## config.mk

```make
export PLATFORM = sky130hd
export DESIGN_NAME = tmr_trig_clk_sel
export DESIGN_NICKNAME = d
export VERILOG_FILES = /design/src/rtl/tmr_sel_pkg.sv /design/src/rtl/tsel_trig_mux.sv /design/src/rtl/tsel_rise_det.sv /design/src/rtl/tsel_sync_fsm.sv /design/src/rtl/tmr_trig_clk_sel.sv
export SDC_FILE = /design/constraint.sdc
export NUM_CORES = 1
export LEC_CHECK = 0
export ABC_AREA = 0
export CORE_AREA = 2 2 39 41
export DETAILED_ROUTE_END_ITERATION = 16
export DIE_AREA = 0 0 41 43
export PLACE_DENSITY = 0.68
export SYNTH_ARGS = -nofsm -noshare
export SYNTH_HDL_FRONTEND = slang
export SYNTH_SLANG_ARGS = --single-unit
```

## constraint.sdc

```tcl
create_clock -name clk -period 1.6 [get_ports clk]
set_input_delay 0.32 -clock clk [delete_from_list [all_inputs] [get_ports clk]]
set_output_delay 0.32 -clock clk [all_outputs]
set_load 0.005 [all_outputs]
```

## src/rtl/tmr_sel_pkg.sv

```systemverilog
package tmr_sel_pkg;
    localparam int SEL_W  = 3;
    localparam int MODE_W = 3;

    localparam logic [SEL_W-1:0] SEL_ITR0  = 3'b000;
    localparam logic [SEL_W-1:0] SEL_TI1ED = 3'b100;
    localparam logic [SEL_W-1:0] SEL_TI1F  = 3'b101;
    localparam logic [SEL_W-1:0] SEL_TI2F  = 3'b110;
    localparam logic [SEL_W-1:0] SEL_ETR   = 3'b111;

    localparam logic [MODE_W-1:0] MODE_OFF  = 3'b000;
    localparam logic [MODE_W-1:0] MODE_EXT1 = 3'b111;

    typedef enum logic [1:0] {
        SRC_INT,
        SRC_EXT1,
        SRC_EXT2
    } clk_src_t;

    typedef enum logic {
        ST_IDLE,
        ST_ARMED
    } sync_state_t;
endpackage

```

## src/rtl/tsel_trig_mux.sv

```systemverilog
module tsel_trig_mux
    import tmr_sel_pkg::*;
(
    input  logic [SEL_W-1:0] sel,
    input  logic             itr0,
    input  logic             ti1_edge,
    input  logic             ti1_filt,
    input  logic             ti2_filt,
    input  logic             etr_cond,
    output logic             trig
);
    always_comb begin
        unique case (sel)
            SEL_ITR0:  trig = itr0;
            SEL_TI1ED: trig = ti1_edge;
            SEL_TI1F:  trig = ti1_filt;
            SEL_TI2F:  trig = ti2_filt;
            SEL_ETR:   trig = etr_cond;
            default:   trig = 1'b0;
        endcase
    end
endmodule

```

## src/rtl/tsel_rise_det.sv

```systemverilog
module tsel_rise_det #(
    parameter int WIDTH = 2
) (
    input  logic             clk,
    input  logic             rst_n,
    input  logic [WIDTH-1:0] d,
    output logic [WIDTH-1:0] rise
);
    logic [WIDTH-1:0] prev_q;

    for (genvar i = 0; i < WIDTH; i++) begin : g_bit
        always_ff @(posedge clk) begin
            if (!rst_n) prev_q[i] <= 1'b0;
            else        prev_q[i] <= d[i];
        end
        assign rise[i] = d[i] & ~prev_q[i];
    end
endmodule

```

## src/rtl/tsel_sync_fsm.sv

```systemverilog
module tsel_sync_fsm
    import tmr_sel_pkg::*;
(
    input  logic clk,
    input  logic rst_n,
    input  logic evt,
    input  logic sync_en,
    output logic trig_out,
    output logic trig_act
);
    sync_state_t state_q, state_d;

    always_comb begin
        unique case (state_q)
            ST_IDLE:  state_d = (evt && sync_en) ? ST_ARMED : ST_IDLE;
            ST_ARMED: state_d = (evt && sync_en) ? ST_ARMED : ST_IDLE;
            default:  state_d = ST_IDLE;
        endcase
    end

    always_ff @(posedge clk) begin
        if (!rst_n) state_q <= ST_IDLE;
        else        state_q <= state_d;
    end

    always_ff @(posedge clk) begin
        if (!rst_n) begin
            trig_out <= 1'b0;
            trig_act <= 1'b0;
        end else begin
            trig_out <= evt;
            trig_act <= (state_q == ST_ARMED) || (evt && !sync_en);
        end
    end

    // delayed action follows the output pulse by one cycle
    assert_sync_delay_R10: assert property (@(posedge clk) disable iff (!rst_n)
        (trig_out && $past(sync_en)) |=> trig_act);
    // undelayed action coincides with the output pulse
    assert_sync_direct_R10: assert property (@(posedge clk) disable iff (!rst_n)
        (trig_out && !$past(sync_en)) |-> trig_act);
endmodule

```

## src/rtl/tmr_trig_clk_sel.sv

```systemverilog
module tmr_trig_clk_sel
    import tmr_sel_pkg::*;
(
    input  logic              clk,
    input  logic              rst_n,
    input  logic              sel_wr,
    input  logic [SEL_W-1:0]  sel_wdata,
    input  logic [MODE_W-1:0] slave_mode,
    input  logic              ext2_en,
    input  logic              sync_en,
    input  logic              itr0,
    input  logic              ti1_edge,
    input  logic              ti1_filt,
    input  logic              ti2_filt,
    input  logic              etr_cond,
    output logic              trig_in,
    output logic              cnt_en,
    output logic              trig_out,
    output logic              trig_act
);
    localparam int RISE_TRIG = 0;
    localparam int RISE_ETR  = 1;

    logic [SEL_W-1:0] sel_q;
    logic [1:0]       rise;
    logic             evt;
    clk_src_t         src;

    always_ff @(posedge clk) begin
        if (!rst_n)                              sel_q <= SEL_ITR0;
        else if (sel_wr && slave_mode == MODE_OFF) sel_q <= sel_wdata;
    end

    tsel_trig_mux u_mux (
        .sel      (sel_q),
        .itr0     (itr0),
        .ti1_edge (ti1_edge),
        .ti1_filt (ti1_filt),
        .ti2_filt (ti2_filt),
        .etr_cond (etr_cond),
        .trig     (trig_in)
    );

    tsel_rise_det #(.WIDTH(2)) u_rise (
        .clk   (clk),
        .rst_n (rst_n),
        .d     ({etr_cond, trig_in}),
        .rise  (rise)
    );

    always_comb begin
        if (ext2_en)                        src = SRC_EXT2;
        else if (slave_mode == MODE_EXT1)   src = SRC_EXT1;
        else                                src = SRC_INT;
    end

    always_ff @(posedge clk) begin
        if (!rst_n) begin
            cnt_en <= 1'b0;
        end else begin
            unique case (src)
                SRC_EXT2: cnt_en <= rise[RISE_ETR];
                SRC_EXT1: cnt_en <= rise[RISE_TRIG];
                SRC_INT:  cnt_en <= 1'b1;
                default:  cnt_en <= 1'b0;
            endcase
        end
    end

    assign evt = rise[RISE_TRIG] && (slave_mode != MODE_OFF)
                 && !(ext2_en && sel_q == SEL_ETR);

    tsel_sync_fsm u_fsm (
        .clk      (clk),
        .rst_n    (rst_n),
        .evt      (evt),
        .sync_en  (sync_en),
        .trig_out (trig_out),
        .trig_act (trig_act)
    );

    // selection is frozen while a slave mode is active
    assert_sel_frozen_R3: assert property (@(posedge clk) disable iff (!rst_n)
        (slave_mode != MODE_OFF) |=> $stable(sel_q));
    // trigger output lasts one cycle
    assert_trgo_pulse_R8: assert property (@(posedge clk) disable iff (!rst_n)
        trig_out |=> !trig_out);
    // no trigger events with mode 2 on the external trigger select
    assert_no_trig_etr_R9: assert property (@(posedge clk) disable iff (!rst_n)
        (ext2_en && sel_q == SEL_ETR) |=> !trig_out);
    // mode-2 count pulses are single cycles
    assert_ext2_pulse_R4: assert property (@(posedge clk) disable iff (!rst_n)
        (ext2_en && cnt_en) |=> !cnt_en);
    // internal clock keeps the counter enabled
    assert_int_run_R7: assert property (@(posedge clk) disable iff (!rst_n)
        (!ext2_en && slave_mode != MODE_EXT1) |=> cnt_en);
endmodule

```

==> results of run 1 <==
==> cell usage after synthesis (2+ instances only) <==
library cell and count:
nand2_1 3, nor3_1 2, mux2i_1 5, dfxtp_1 9, nor2_1 4, inv_1 3, and2_1 2
==> state kept, by name (all words and copies together), names as in the netlist <==
register,count
cnt_en,1
sel_q,3
u_fsm.state_q,1
u_fsm.trig_act,1
u_fsm.trig_out,1
u_rise.prev_q,2
==> final cells by class <==
cell class | count | share of cell area [%]
repair buffers | 23 | 31.88
well taps | 16 | 3.036
multi-input cells | 26 | 31.88
flip-flops and latches | 9 | 27.51
inverters | 3 | 1.708
clock buffers | 4 | 3.985
==> critical path, stage by stage (launching register included) <==
cell     delay, ps
dfxtp_2        340
mux2i_2        250
o32ai_2        110
a41oi_2        180
inv_1           50
buf_2          120
==> timing repair <==
item	in CTS	in global routing
pin swaps	1	1
endpoints found under the setup margin	1	1
gates cloned	0	0
resized for setup	10	0
==> power by group through the flow <==
| stage | clock [mW] | combinational [mW] | sequential, mW |
|---|---|---|---|
| 3_5_place_dp | 0 | 0.0965 | 0.245 |
| 5_1_grt | 0.196 | 0.100 | 0.241 |
| 4_1_cts | 0.178 | 0.0930 | 0.240 |
| 6_report | 0.177 | 0.0919 | 0.240 |
| 3_3_place_gp | 0 | 0.0958 | 0.245 |
| 2_1_floorplan | 0 | 0.0308 | 0.246 |
==> cells by family after synthesis <==
logic type / Yosys count
AO/OA/AOI/OAI: 6
buffers and inverters: 4
flip-flops: 9
multiplexers: 5
AND/OR/NAND/NOR: 15
==> through the flow <==
stage	std cells	hold slack (ps)
3_5_place_dp	77	443.5
3_3_place_gp	77	423.8
2_1_floorplan	39	410.8
4_1_cts	81	459.3
5_1_grt	81	490.7
6_report	81	452.5
==> worst max-delay path by stage <==
stage	slack [ps]	startpoint	to
floorplan	200	sel_q[0]	trig_in
global placement	-440	ti1_edge	trig_in
detailed placement	-450	itr0	trig_in
CTS	-40	sel_q[2]	trig_in
global route	-100	sel_q[2]	trig_in
finish	-20	sel_q[2]	trig_in
==> per-layer routing <==
metal / GRT usage (%) / vias to the layer above / routed length (um)
li1: - / 196 / -
met1: 15.81 / 172 / 374
met2: 16.88 / 14 / 409
met3: 1.571 / 3 / 50
met4: 10.00 / 0 / 20
met5: 0 / - / 0
==> results.sh, run 1 <==
export IMPL_synth_compound_area_share_pct=17.45
export IMPL_r2r_end="u_fsm.trig_act"
export IMPL_maxCapViolations=0
export IMPL_fill_cells=142
export IMPL_netlist_area_um2=401.6
export IMPL_finalWorstSetupSlack_ps=-22.40
export IMPL_ys_types=18
export IMPL_yosys_mux_area_fraction_pct=12.46
export IMPL_hold_end="u_fsm.trig_act"
export IMPL_synth_top_cell_by_area="dfxtp_1"
export IMPL_p_seq_share_pct=47.1
export IMPL_htreeDepth=1
export IMPL_timing_fmax_mhz=616.4
export IMPL_die_w_um=41
export IMPL_dp_slack_ps=-448.2
export IMPL_synth_top_family_by_area="simple AND/OR/NAND/NOR gates"
export IMPL_p_comb_share_pct=18.1
export IMPL_detailed_place_area_um2=638.1
export IMPL_cts_tree="yes"
export IMPL_min_from="u_fsm.state_q"
export IMPL_fp_row_count=14
export IMPL_power_density_mw_per_mm2=771.6
export IMPL_clock_path_buffers=2
export IMPL_final_nets=82
export IMPL_min_path_type="register to register"
export IMPL_r2r_cells=5
export IMPL_clockPowerShare_pct=34.8
export IMPL_fin_crit_sh_pct=101.4
export IMPL_postCtsSetupBuffers=0
export IMPL_hold_path_depth=2
export IMPL_die_h_um=43
export IMPL_syn_inst=39
export IMPL_wl_um=854
export IMPL_vias=385
export IMPL_grt_pass1_wl_um=1407
export IMPL_rsz0062_at_grt="true"
export IMPL_p_leak_nw=0.2591
export IMPL_n_antenna_cell=0
export IMPL_setup_viol=1
export IMPL_grt_max_degree=6
export IMPL_peakVddDrop_v=0.0003184
export IMPL_crit_type="register to output port"
export IMPL_core_mm2=0.001384
export IMPL_syn2layout_area_growth_pct=64.17
export IMPL_overflow=0
export IMPL_io_pins=20
export IMPL_synthTopCellsByArea="dfxtp_1, mux2i_1, a41oi_2"
export IMPL_p_switching_uw=117.1
export IMPL_cts_inserted_buffers=3
export IMPL_drive_gt1_share_pct=23.08
export IMPL_synthSimpleGateAreaFrac_pct=21.50
export IMPL_fin_crit_ps=1622
export IMPL_hpwl_um=701
export IMPL_violations="negative setup slack"
export IMPL_power_total_uw=508.8
export IMPL_multi_input_area_um2=210.2
export IMPL_insertion_delay_ps=260
export IMPL_status="finished, violations left"
export IMPL_cts_root_buf="clkbuf_4"
export IMPL_syn_avg_cell_area_um2=10.30
export IMPL_hold_buffers=0
export IMPL_antenna_found_initial=0
export IMPL_postRouteAntennaNets=0
export IMPL_finalSetupTns_ps=-22.40
export IMPL_r2r_start="sel_q[0]"
export IMPL_seq_area_um2=181.4
export IMPL_cts_sinks=9
export IMPL_final_cell_mix="clkdlybuf4s50_1, dfxtp_1"
export IMPL_final_max_slew_viol_count=0
export IMPL_final_common_cell="clkdlybuf4s50_1"
export IMPL_final_hold_viol_count=0
export IMPL_design_area_um2=659.4
export IMPL_max_slew_worst_pin_slew_ps=279.7
export IMPL_initial_core_util_pct=29.02
export IMPL_ys_warn_count=0
export IMPL_ys_flop_type="dfxtp_1"
export IMPL_startpoint_type="register"
export IMPL_yosysSeqAreaShare_pct=44.86
export IMPL_drt_first_pass_iters=4
export IMPL_initialDrtViolationCount=6
export IMPL_io_buffers=19
export IMPL_drc=0
export IMPL_synth_edf_count=0
export IMPL_worst_endpoint_arrival_ps=1300
export IMPL_finClkSkew_ps=0.3813
export IMPL_required_ps=1280
export IMPL_crit_fanout=2
export IMPL_synth_top_area_share_pct=44.86
export IMPL_relSlewSlack_pct=81.21
export IMPL_wl_per_cell_um=10.54
export IMPL_syn_num_nets=55
export IMPL_synthAdderAreaFrac_pct=0
export IMPL_endpoint_kind="output port"
export IMPL_grt_pass1_vias=365
export IMPL_place_congestion=0.7439
export IMPL_clkTransAtPathRegs_ps=60
export IMPL_p_int_uw=391.6
export IMPL_final_util_pct=47.65
export IMPL_grt_util_all_layers_pct=12.16
export IMPL_ys_ff_latch=9
export IMPL_die_area_mm2=0.001763
export IMPL_viasPerCell=4.753
export IMPL_ys_async_sr_fraction_pct=0
export IMPL_rrSetupSlack_ps=310
export IMPL_synth_xor_area_share_pct=0
export IMPL_p_sw_share_pct=23.02
(Power assumes the default switching activity.)
==> run 2: changes to the inputs <==
SLEW_MARGIN = 20   (was not set)
==> results of run 2 <==
No change in the layout: final DEF, timing and power equal those of run 1.
==> run 3: changes to the inputs <==
PLACE_DENSITY = 0.65   (was 0.68)
SLEW_MARGIN = 5   (was 20)
==> run 3 against run 2 <==
The flow still finishes with violations (negative setup slack); routed wire length grew 9.8%; worst hold slack better by 20 ps; die area is the same; maximum frequency down 1.4%; register-to-register slack about the same; combinational power rose by 2.8%; non-clock buffer count up 1; clock power hardly changed; clock skew up 3.8 ps; setup slack lost 22 ps; critical path type unchanged; highest routed layer unchanged.
==> results.sh, run 3 (same netlist as run 1, synthesis figures left out) <==
export IMPL_status="finished, violations left"
export IMPL_violations="negative setup slack"
export IMPL_clkTransAtPathRegs_ps=60
export IMPL_multi_input_area_um2=210.2
export IMPL_initialDrtViolationCount=8
export IMPL_drive_gt1_share_pct=25.76
export IMPL_startpoint_type="register"
export IMPL_hold_buffers=0
export IMPL_rrSetupSlack_ps=300
export IMPL_final_nets=83
export IMPL_dp_slack_ps=-467.8
export IMPL_finClkSkew_ps=4.197
export IMPL_wl_met2_um=432
export IMPL_antenna_found_initial=0
export IMPL_die_w_um=41
export IMPL_drc=0
export IMPL_overflow=0
export IMPL_crit_type="register to output port"
export IMPL_io_buffers=19
export IMPL_final_hold_viol_count=0
export IMPL_core_mm2=0.001384
export IMPL_finalWorstSetupSlack_ps=-44.65
export IMPL_endpoint_kind="output port"
export IMPL_wl_met3_um=59
export IMPL_clock_path_buffers=2
export IMPL_fill_cells=144
export IMPL_r2r_start="sel_q[2]"
export IMPL_drt_first_pass_iters=5
export IMPL_fin_hold_ws_ps=472.7
export IMPL_final_cell_mix="clkdlybuf4s50_1, dfxtp_1, buf_4"
export IMPL_cts_inserted_buffers=3
export IMPL_maxCapViolations=0
export IMPL_power_total_uw=513.1
export IMPL_place_congestion=0.7359
export IMPL_cts_root_buf="clkbuf_4"
export IMPL_n_antenna_cell=0
export IMPL_peakVddDrop_v=0.0003372
export IMPL_initial_core_util_pct=29.02
export IMPL_seq_area_um2=182.7
export IMPL_die_area_mm2=0.001763
export IMPL_grt_util_all_layers_pct=12.17
export IMPL_final_max_slew_viol_count=0
export IMPL_final_util_pct=48.55
export IMPL_detailed_place_area_um2=645.6
export IMPL_fin_crit_ps=1645
export IMPL_max_slew_worst_pin_slew_ps=214.4
export IMPL_final_common_cell="clkdlybuf4s50_1"
export IMPL_p_leak_nw=0.2726
export IMPL_r2r_end="u_fsm.state_q"
export IMPL_rsz0062_at_grt="true"
export IMPL_relSlewSlack_pct=85.42
export IMPL_fin_crit_sh_pct=102.8
export IMPL_worst_endpoint_arrival_ps=1320
export IMPL_hold_path_depth=2
export IMPL_timing_fmax_mhz=608.0
export IMPL_syn2layout_area_growth_pct=67.29
export IMPL_postRouteAntennaNets=0
export IMPL_r2r_cells=5
export IMPL_insertion_delay_ps=260
export IMPL_setup_viol=1
export IMPL_largest_register="sel_q"
export IMPL_cts_tree="yes"
export IMPL_reg_top3="sel_q x3, u_rise.prev_q x2"
export IMPL_io_pins=20
export IMPL_min_path_type="register to register"
export IMPL_required_ps=1280
export IMPL_grt_max_degree=6
export IMPL_die_h_um=43
export IMPL_grt_pass1_vias=347
export IMPL_wl_um=938
export IMPL_design_area_um2=671.9
export IMPL_crit_fanout=2
export IMPL_fp_row_count=14
export IMPL_power_density_mw_per_mm2=763.7
export IMPL_wl_met1_um=428
export IMPL_grt_pass1_wl_um=1400
export IMPL_viasPerCell=4.732
export IMPL_top_layer_used="met4"
export IMPL_postCtsSetupBuffers=0
export IMPL_wl_per_cell_um=11.44
export IMPL_hold_end="u_fsm.trig_act"
export IMPL_htreeDepth=1
export IMPL_vias=388
export IMPL_min_from="u_fsm.state_q"
export IMPL_cts_sinks=9
export IMPL_largest_reg_flops=3
## run 3: changes by cell type in the layout (fill, tap and decap cells not counted), sizes merged
cell / delta
dlymetal6s2s: +1
dlygate4sd2: -1
buf: +1
## run 3: critical path, stage by stage (launching register included)
cell and delay [ps]:
dfxtp_2 340, mux2i_2 260, o32ai_2 120, a41oi_2 180, inv_1 50, buf_2 120
## run 3: worst max-delay path by stage
| stage | start | endpoint | slack [ps] | cells past startpoint |
|---|---|---|---|---|
| floorplan | sel_q[0] | trig_in | 200 | 4 |
| global placement | ti1_edge | trig_in | -460 | 6 |
| detailed placement | ti1_edge | trig_in | -470 | 6 |
| CTS | sel_q[2] | trig_in | -60 | 5 |
| global route | sel_q[2] | trig_in | -130 | 5 |
| finish | sel_q[2] | trig_in | -40 | 5 |
## run 3: per-layer routing
metal  vias up  global-route usage (%)
met3         2                   1.571
met5         -                       0
li1        194                       -
met4         0                   10.00
met2        16                   15.94
met1       176                   16.83
## run 3: repair_timing
item                                    4_1_cts  5_1_grt
endpoints found under the hold margin         0        0
pin swaps                                     1        1
resized for setup                             9        2
endpoints found under the setup margin        1        1
## run 3: layout make-up
type | count | share of cell area (%)
inverters | 3 | 1.676
well taps | 16 | 2.980
clock buffers | 4 | 3.911
repair buffers | 24 | 32.96
flip-flops and latches | 9 | 27.19
multi-input cells | 26 | 31.28
## run 3: metrics by stage
| stage | setup TNS, ps | cells |
|---|---|---|
| 3_5_place_dp | -658.2 | 78 |
| 6_report | -44.65 | 82 |
| 5_1_grt | -129.6 | 82 |
| 4_1_cts | -64.51 | 82 |
| 3_3_place_gp | -734.2 | 78 |
| 2_1_floorplan | 0 | 39 |
## run 3: where the power goes
part | switching (mW) | internal, mW | total [mW]
clock network | 0.0823 | 0.0963 | 0.179
logic | 0.0326 | 0.0619 | 0.0945
registers | 0.00504 | 0.235 | 0.240
